<file path="config.mk">
export PLATFORM = sky130hd
export DESIGN_NAME = memc_irq_regs
export DESIGN_NICKNAME = d
export VERILOG_FILES = /design/src/rtl/memc_irq_regs.sv
export SDC_FILE = /design/constraint.sdc
export NUM_CORES = 1
export LEC_CHECK = 0
export ABC_AREA = 1
export CORE_MARGIN = 2
export CORE_UTILIZATION = 43
export CTS_CLUSTER_DIAMETER = 150
export CTS_CLUSTER_SIZE = 30
export DETAILED_ROUTE_END_ITERATION = 8
export PLACE_DENSITY = 0.83
export REMOVE_ABC_BUFFERS = 1
export SLEW_MARGIN = 20
export SYNTH_ARGS = -nofsm -noshare
export SYNTH_HDL_FRONTEND = slang
export SYNTH_SLANG_ARGS = --single-unit
</file>
<file path="constraint.sdc">
create_clock -name clk -period 1.95 [get_ports clk]
set_input_delay 0.39 -clock clk [delete_from_list [all_inputs] [get_ports clk]]
set_output_delay 0.39 -clock clk [all_outputs]
set_load 0.03 [all_outputs]
</file>
<file path="src/rtl/memc_irq_regs.sv">
module memc_irq_regs #(
  parameter int NUM_SRC = 11,
  parameter int ADDR_W  = 4,
  parameter int RAM_KIB = 1024
) (
  input  logic              clk,
  input  logic              rst_n,
  input  logic [ADDR_W-1:0] reg_addr,
  input  logic              reg_wr,
  input  logic [31:0]       reg_wdata,
  output logic [31:0]       reg_rdata,
  input  logic [NUM_SRC-1:0] evt_i,
  output logic              irq_o,
  output logic [3:0]        err_cfg_o
);
  localparam logic [ADDR_W-1:0] A_STAT  = ADDR_W'(0);
  localparam logic [ADDR_W-1:0] A_MASK  = ADDR_W'(1);
  localparam logic [ADDR_W-1:0] A_UNMSK = ADDR_W'(2);
  localparam logic [ADDR_W-1:0] A_MSK   = ADDR_W'(3);
  localparam logic [ADDR_W-1:0] A_ECFG  = ADDR_W'(4);
  localparam logic [ADDR_W-1:0] A_INFO  = ADDR_W'(5);

  function automatic logic [3:0] size_code(int kib);
    case (kib)
      64:      return 4'd0;
      128:     return 4'd1;
      256:     return 4'd2;
      512:     return 4'd3;
      1024:    return 4'd4;
      default: return 4'hF;
    endcase
  endfunction

  localparam logic [3:0] SIZE_CODE = size_code(RAM_KIB);

  if (SIZE_CODE == 4'hF) begin : g_bad_size
    $error("memc_irq_regs: unsupported RAM_KIB value");
  end

  logic [NUM_SRC-1:0] stat_q, mask_q;
  logic [3:0]         ecfg_q;
  logic [NUM_SRC-1:0] wbits;

  assign wbits = reg_wdata[NUM_SRC-1:0];

  wire wr_stat  = reg_wr && reg_addr == A_STAT;
  wire wr_unmsk = reg_wr && reg_addr == A_UNMSK;
  wire wr_msk   = reg_wr && reg_addr == A_MSK;
  wire wr_ecfg  = reg_wr && reg_addr == A_ECFG;

  always_ff @(posedge clk or negedge rst_n) begin
    if (!rst_n) begin
      stat_q <= '0;
      mask_q <= '1;
      ecfg_q <= 4'hF;
    end else begin
      stat_q <= (stat_q & ~(wr_stat ? wbits : '0)) | evt_i;
      mask_q <= (mask_q & ~(wr_unmsk ? wbits : '0)) | (wr_msk ? wbits : '0);
      if (wr_ecfg) ecfg_q <= reg_wdata[3:0];
    end
  end

  assign irq_o     = |(stat_q & ~mask_q);
  assign err_cfg_o = ecfg_q;

  always_comb begin
    reg_rdata = '0;
    case (reg_addr)
      A_STAT:  reg_rdata[NUM_SRC-1:0] = stat_q;
      A_MASK:  reg_rdata[NUM_SRC-1:0] = mask_q;
      A_ECFG:  reg_rdata[3:0] = ecfg_q;
      A_INFO:  reg_rdata[3:0] = SIZE_CODE;
      default: reg_rdata = '0;
    endcase
  end

  logic unused_wdata;
  assign unused_wdata = ^reg_wdata[31:NUM_SRC];
endmodule

</file>
Word level (Yosys, flattened, before mapping)
Index checks and enable logic that the tools add are counted.

Equality and inequality tests: 5. Multiplexer cells: 5. Bitwise gates (word level): 8. Reduce and logical (&&, ||, !) cells: 6.

Operator list (count): bitwise AND 11 bit (3); 2-to-1 mux 11 bit (3); NOT 11 bit (3); OR 11 bit (2); case mux 4 bit (4 select lines) (1); case mux 7 bit (2 select lines) (1); OR reduction 11 bit (1); == test 4 x 2 -> 1 bit, second input constant (2); == test 4 x 3 -> 1 bit, second input constant (2); == test 4 x 1 -> 1 bit, second input constant (1); logical AND 1 bit (4); zero test 4 bit (1).

Register bits: 26. Input bits: 50. Output and inout port bits: 37.

Logic depth before layout (Yosys ltp)
Gate-level depths: netlist of run 1.

Depth in word-level cells: 6. Mapped depth: 6. Mapped depth without buffers: 5.

Worst setup path before layout of run 1
No wires, ideal clock.

Path kind: input -> output. Start: input reg_addr[3]. End: output reg_rdata[10]. Arrival: 1.233 ns. Required time: 1.560 ns. Path slack: 0.327 ns. Cell stages on the path: 4. Path buffers: 1. Cells stage by stage: nor2_2 > buf_6 > nand2_2 > o21ai_1.

Longest elaborated chain between the ends: 2.

RTL lines: from (decl) (line 8) `input logic [ADDR_W-1:0] reg_addr,`; == test 4 x 1 -> 1 bit or zero test 4 bit (tied branches) (line 68) `case (reg_addr)`; case mux 7 bit (2 select lines) (*) (line 68); to (decl) (line 11) `output logic [31:0] reg_rdata,`.

Every way passes the cells marked *; elsewhere a longest branch is shown, timed or not.

Final worst setup path of run 1
Start: register ecfg_q[0] (netlist: err_cfg_o[0]). End: output err_cfg_o[0].

RTL lines: from (decl) (line 41) `logic [3:0] ecfg_q;`; from (signal assigned) (line 59) `if (wr_ecfg) ecfg_q <= reg_wdata[3:0];`; to (decl) (line 14) `output logic [3:0] err_cfg_o`.

No word-level cell between the ends.

==> results.py, run 1 <==
metrics = {
    "status": {
        "status": "finished, final reports clean",
    },
    "sta": {
        "setup_viol": 0,
        "hold_viol": 0,
        "whs_ns": 0.466,
        "max_clock_freq_mhz": 532,
        "fin_worst_skew_ns": 0,
        "fin_crit_ns": 1.88,
        "fin_tns_setup_ns": 0,
        "final_max_slew_viol_count": 0,
        "rsz0062_at_grt": "no",
        "post-route-period-util": 0.965,
    },
    "floorplanning": {
        "die_y_um": 66.8,
        "fp-row-count": 22,
        "core-area_um2": 3720,
        "start_util": 0.456,
        "io_pins": 87,
        "die_w_um": 66.8,
        "die_area_um2": 4460,
    },
    "grt": {
        "grt_start_max_net_pins": 27,
        "grt_usage": 0.198,
        "grt_pass1_wl_mm": 6.76,
        "grt-ovfl-total": 0,
        "grt_pass1_vias": 1536,
        "antenna_found_initial": 0,
    },
    "clock_tree": {
        "cts.clk_slew.worst_paths_ns": 0.09,
        "cts-buffers-inserted": 3,
        "cts_tree": "built",
        "cts_hold_buf": 0,
        "clkLatencyLatePin_ns": 0.27,
        "clockBufferDepth": 2,
        "clock-sinks": 26,
        "cts-htree-levels": 1,
        "cts_root_buffer": "clkbuf_8",
    },
    "power_and_ir_drop": {
        "p_sw_frac": 0.336,
        "vdd_drop_max_mv": 0.392,
        "clkPwrFrac": 0.207,
        "fin_total_pwr_w": 0.00151,
        "p_int_w": 0.00100,
        "switchingPower_w": 0.000507,
        "p_per_area_nw_per_um2": 665,
        "p_leak_nw": 1.14,
        "pwr-share-seq": 0.474,
        "comb_power_share": 0.319,
    },
    "critical_path": {
        "crit_type": "flop to output pin",
        "crit_fanout": 3,
        "crit_path_end_kind": "output pin",
        "max_stage_delay_ns": 0.66,
        "crit_family": "buffers and inverters",
        "cp-start-kind": "flop",
        "cp_cell_sequence": "clkdlybuf4s50_1",
        "slowest_stage": "clkdlybuf4s50_1",
        "required_ns": 1.56,
        "arrival_ns": 1.49,
        "critPathBufInv": 1,
    },
    "synth": {
        "ys.flop_type": "dfstp_2",
        "synth_top_area_cell": "dfstp_2",
        "netlist_area_um2": 1690,
        "synth_area_leaders": "dfstp_2 (23%), dfrtp_1 (16%), nand2_1 (16%)",
        "synth_edf_count": 0,
        "async_reset_ff_frac": 1.00,
        "ys_ff_latch": 26,
        "yosys.cell_count.top_type": "nand2_1",
        "synth_warnings": 0,
        "netlist_instances": 230,
        "netlist_top_cells_count": "nand2_1 (73), inv_1 (27), buf_4 (26), nand3_1 (26), nand4_1 (22)",
        "netlist.area_leader.share": 0.233,
        "syn_area_per_cell_um2": 7.37,
        "yosys.cell_types.count": 19,
        "seq_area_frac_synth": 0.395,
    },
    "worst_hold_path": {
        "holdCritPathClass": "flop to flop",
    },
    "drt": {
        "drtIter0Drc": 73,
        "vias_per_cell": 4.74,
        "vias": 1608,
        "drt_wl_total_mm": 4.02,
        "final_antenna_net_count": 0,
        "firstDrtPassIters": 4,
        "post_drt_wl_per_cell_um": 11.8,
        "remaining_drc_errors": 0,
    },
    "cells_and_area": {
        "drive_gt1_frac": 0.216,
        "area_growth_pct": 34.0,
        "layout.cells.non_filler": 339,
        "fin_area_um2": 2270,
        "layout.nets": 342,
        "diodes": 0,
    },
    "placement": {
        "dpl_cell_area_um2": 2190,
        "gp_congestion": 0.862,
        "portBuffers": 44,
        "post-dp-hpwl_mm": 2.93,
        "placed_cells": 331,
    },
    "flow_run": {
        "cap_violations": 0,
    },
}
final timing paths:
kind | from | to | slack (ns) | depth (start not counted)
min reg2reg | mask_q[5]$_DFF_PN1_ | mask_q[5]$_DFF_PN1_ | 0.47 | 2
max reg2reg | err_cfg_o[0]$_DFFE_PN1P_ | err_cfg_o[0]$_DFFE_PN1P_ | 1.20 | 2
min in group asynchronous | rst_n | stat_q[6]$_DFF_PN0_ | 0.51 | 2
max | err_cfg_o[0]$_DFFE_PN1P_ | err_cfg_o[0] | 0.07 | 1
min | mask_q[5]$_DFF_PN1_ | mask_q[5]$_DFF_PN1_ | 0.47 | 2
max in group asynchronous | rst_n | err_cfg_o[1]$_DFFE_PN1P_ | 1.15 | 2
metrics by stage:
step	setup WS, ns	utilization
floorplan	-0.305	-
global placement	-0.0766	0.590
detailed placement	-0.0743	0.590
CTS	0.0213	0.612
global route	0.0273	0.611
finish	0.0688	0.611
worst reg2reg max path, delay by kind of cell (launching register included):
kind	cells	cell delay [ns]
flops	1	0.56
compound gates	1	0.07
simple gates	1	0.05
cell type report:
type | count | area (µm²)
flip-flops and latches | 26 | 669
repair buffers | 68 | 624
fillers | 333 | 1450
clock buffers | 4 | 45.0
well taps | 48 | 60.1
inverters | 29 | 109
multi-input cells | 164 | 762
flip-flops by register name, summed over array words and instances, names as in the netlist:
signal and count:
err_cfg_o 4, stat_q 11, mask_q 11
power groups by stage:
stage          Combinational (W)  Clock (W)  Sequential [W]
6_report                0.000482   0.000313        0.000715
2_1_floorplan           0.000230          0        0.000747
4_1_cts                 0.000482   0.000319        0.000713
3_3_place_gp            0.000462          0        0.000721
5_1_grt                 0.000531   0.000344        0.000724
3_5_place_dp            0.000471          0        0.000723
cells in the final DEF (no fill, tap or decap):
cell / n
buf_12: 3
buf_4: 31
buf_6: 1
clkbuf_1: 1
clkbuf_2: 1
clkbuf_8: 3
clkdlybuf4s50_1: 28
conb_1: 21
dfrtp_1: 11
dfstp_2: 15
dlygate4sd2_1: 4
inv_1: 27
inv_2: 2
nand2_1: 73
nand2_2: 1
nand3_1: 26
nand3_2: 1
nand4_1: 22
nor2_1: 3
nor2_2: 1
nor2_4: 4
o211ai_1: 1
o21ai_0: 1
o21ai_1: 10
repair_timing:
item                       4_1_cts  5_1_grt
cloned                           0        0
setup endpoints to repair       12        1
pin swaps                        1        0
setup buffers                    4        0
resized for setup                8        2
routing by layer:
| layer | global-route usage | up-vias | part of all wire | routed length, µm |
|---|---|---|---|---|
| li1 | - | 820 | - | - |
| met1 | 0.273 | 722 | 0.44 | 1750 |
| met2 | 0.321 | 61 | 0.49 | 1990 |
| met3 | 0.0220 | 5 | 0.058 | 232 |
| met4 | 0.0689 | 0 | 0.011 | 46 |
| met5 | 0 | - | 0 | 0 |
cell families after synthesis:
group / after synthesis / synth area share
buffers and inverters: 60 / 0.205
AOI/OAI and AO/OA: 12 / 0.0369
DFF: 26 / 0.395
other: 1 / 0.00221
and+or+nand+nor: 131 / 0.360
(Power assumes the default switching activity.)
==> run 2: changes to the inputs <==
- CORE_MARGIN: 2 -> 5
==> results.py, run 2 (same netlist as run 1, synthesis figures left out) <==
metrics = {
    "drt": {
        "remaining_drc_errors": 0,
        "drt_wl_total_mm": 4.17,
        "final_antenna_net_count": 0,
        "vias_per_cell": 4.81,
        "post_drt_wl_per_cell_um": 12.4,
        "drtIter0Drc": 133,
        "wl_met3_um": 350,
        "vias": 1611,
        "top_layer": "met4",
        "drt-met1-wl_mm": 1.72,
        "wl_met2_mm": 2.04,
        "firstDrtPassIters": 4,
    },
    "placement": {
        "dp_slack_ns": -0.0757,
        "portBuffers": 44,
        "post-dp-hpwl_mm": 2.90,
        "gp_congestion": 0.806,
        "dpl_cell_area_um2": 2140,
    },
    "clock_tree": {
        "cts_root_buffer": "clkbuf_8",
        "cts-htree-levels": 1,
        "clockBufferDepth": 2,
        "clkLatencyLatePin_ns": 0.27,
        "cts-buffers-inserted": 3,
        "clock-sinks": 26,
        "cts_tree": "built",
        "cts.clk_slew.worst_paths_ns": 0.09,
    },
    "critical_path": {
        "cp-start-kind": "flop",
        "crit_path_end_kind": "output pin",
        "crit_type": "flop to output pin",
        "arrival_ns": 1.50,
        "crit_fanout": 3,
        "critPathBufInv": 1,
        "cp_cell_sequence": "clkdlybuf4s50_1",
        "slowest_stage": "clkdlybuf4s50_1",
        "required_ns": 1.56,
        "max_stage_delay_ns": 0.67,
        "crit_family": "buffers and inverters",
    },
    "floorplanning": {
        "start_util": 0.453,
        "die_w_um": 72.8,
        "io_pins": 87,
        "core-area_um2": 3740,
        "die_area_um2": 5300,
        "fp-row-count": 22,
        "die_y_um": 72.8,
    },
    "grt": {
        "grt_usage": 0.164,
        "grt_pass1_vias": 1492,
        "antenna_found_initial": 0,
        "grt_start_max_net_pins": 27,
        "grt-ovfl-total": 0,
        "grt_pass1_wl_mm": 6.93,
    },
    "sta": {
        "fin_worst_skew_ns": 0,
        "setup_viol": 0,
        "post-route-period-util": 0.970,
        "final.setup.worst_slack_ns": 0.0587,
        "max_clock_freq_mhz": 529,
        "rsz0062_at_grt": "no",
        "fin_crit_ns": 1.89,
        "hold_viol": 0,
        "final_max_slew_viol_count": 0,
    },
    "power_and_ir_drop": {
        "p_per_area_nw_per_um2": 717,
        "p_leak_nw": 1.16,
        "vdd_drop_max_mv": 0.331,
    },
    "cells_and_area": {
        "layout.nets": 338,
        "final_common_cell": "nand2_1",
        "nFillCells": 333,
        "drive_gt1_frac": 0.209,
        "fin_area_um2": 2310,
        "area_growth_pct": 36.5,
        "diodes": 0,
        "final_cell_mix": "nand2_1 (73), clkdlybuf4s50_1 (28), inv_1 (27)",
    },
    "flow_run": {
        "cap_violations": 0,
    },
    "worst_hold_path": {
        "holdCritPathClass": "flop to flop",
    },
    "status": {
        "status": "finished, final reports clean",
    },
}
## run 2: stage by stage
step	instances	hold WS, ns	setup TNS (ns)	utilization	total power, W
finish	335	0.464	0	0.618	0.00166
global route	335	0.489	0	0.618	0.00174
CTS	335	0.467	0	0.619	0.00166
detailed placement	326	0.453	-0.446	0.572	0.00118
global placement	326	0.448	-0.401	0.572	0.00117
floorplan	219	0.0944	-2.07	-	0.000977
## run 2: where the power goes
| part | leakage (nW) | internal [W] | switching, W |
|---|---|---|---|
| registers | 0.254 | 0.000664 | 0.0000513 |
| clock network | 0.0357 | 0.000275 | 0.000177 |
| logic | 0.868 | 0.000198 | 0.000293 |
| total | 1.16 | 0.00114 | 0.000521 |
## run 2: area by class of cell
cell class                 count  area, µm²  share of cell area
clock buffer                   3       41.3              0.0179
clock inverter                 1       30.0              0.0130
inverter                      29        109              0.0471
multi-input combinational    164        767               0.332
sequential                    26        669               0.290
tap                           48       60.1              0.0260
timing repair buffer          64        636               0.275
## run 2: path summary, 6_finish.rpt
path,to,slack (ns),start,depth (start not counted)
max reg2reg,err_cfg_o[2]$_DFFE_PN1P_,1.20,err_cfg_o[2]$_DFFE_PN1P_,2
min in group asynchronous,stat_q[6]$_DFF_PN0_,0.48,rst_n,2
min,mask_q[10]$_DFF_PN1_,0.46,mask_q[10]$_DFF_PN1_,2
max,err_cfg_o[0],0.06,err_cfg_o[0]$_DFFE_PN1P_,1
min reg2reg,mask_q[10]$_DFF_PN1_,0.46,mask_q[10]$_DFF_PN1_,2
max in group asynchronous,err_cfg_o[3]$_DFFE_PN1P_,1.18,rst_n,2
## run 2: per-layer routing
layer,vias up,GRT usage
li1,813,-
met1,722,0.222
met2,70,0.265
met4,0,0.0553
met5,-,0
met3,6,0.0289
## run 2: what timing repair did
item | CTS | global route
hold buffers | 0 | 0
endpoints found under the hold margin | 0 | 0
setup endpoints to repair | 12 | 1
pin swaps | 1 | 0
gates cloned | 2 | 0
gates resized for setup | 11 | 2
buffers inserted | 3 | 0
==> run 3: changes to the inputs <==
- TNS_END_PERCENT: not set -> 1
==> results of run 3 <==
The final DEF is identical to that of run 2; final timing and power are the same.
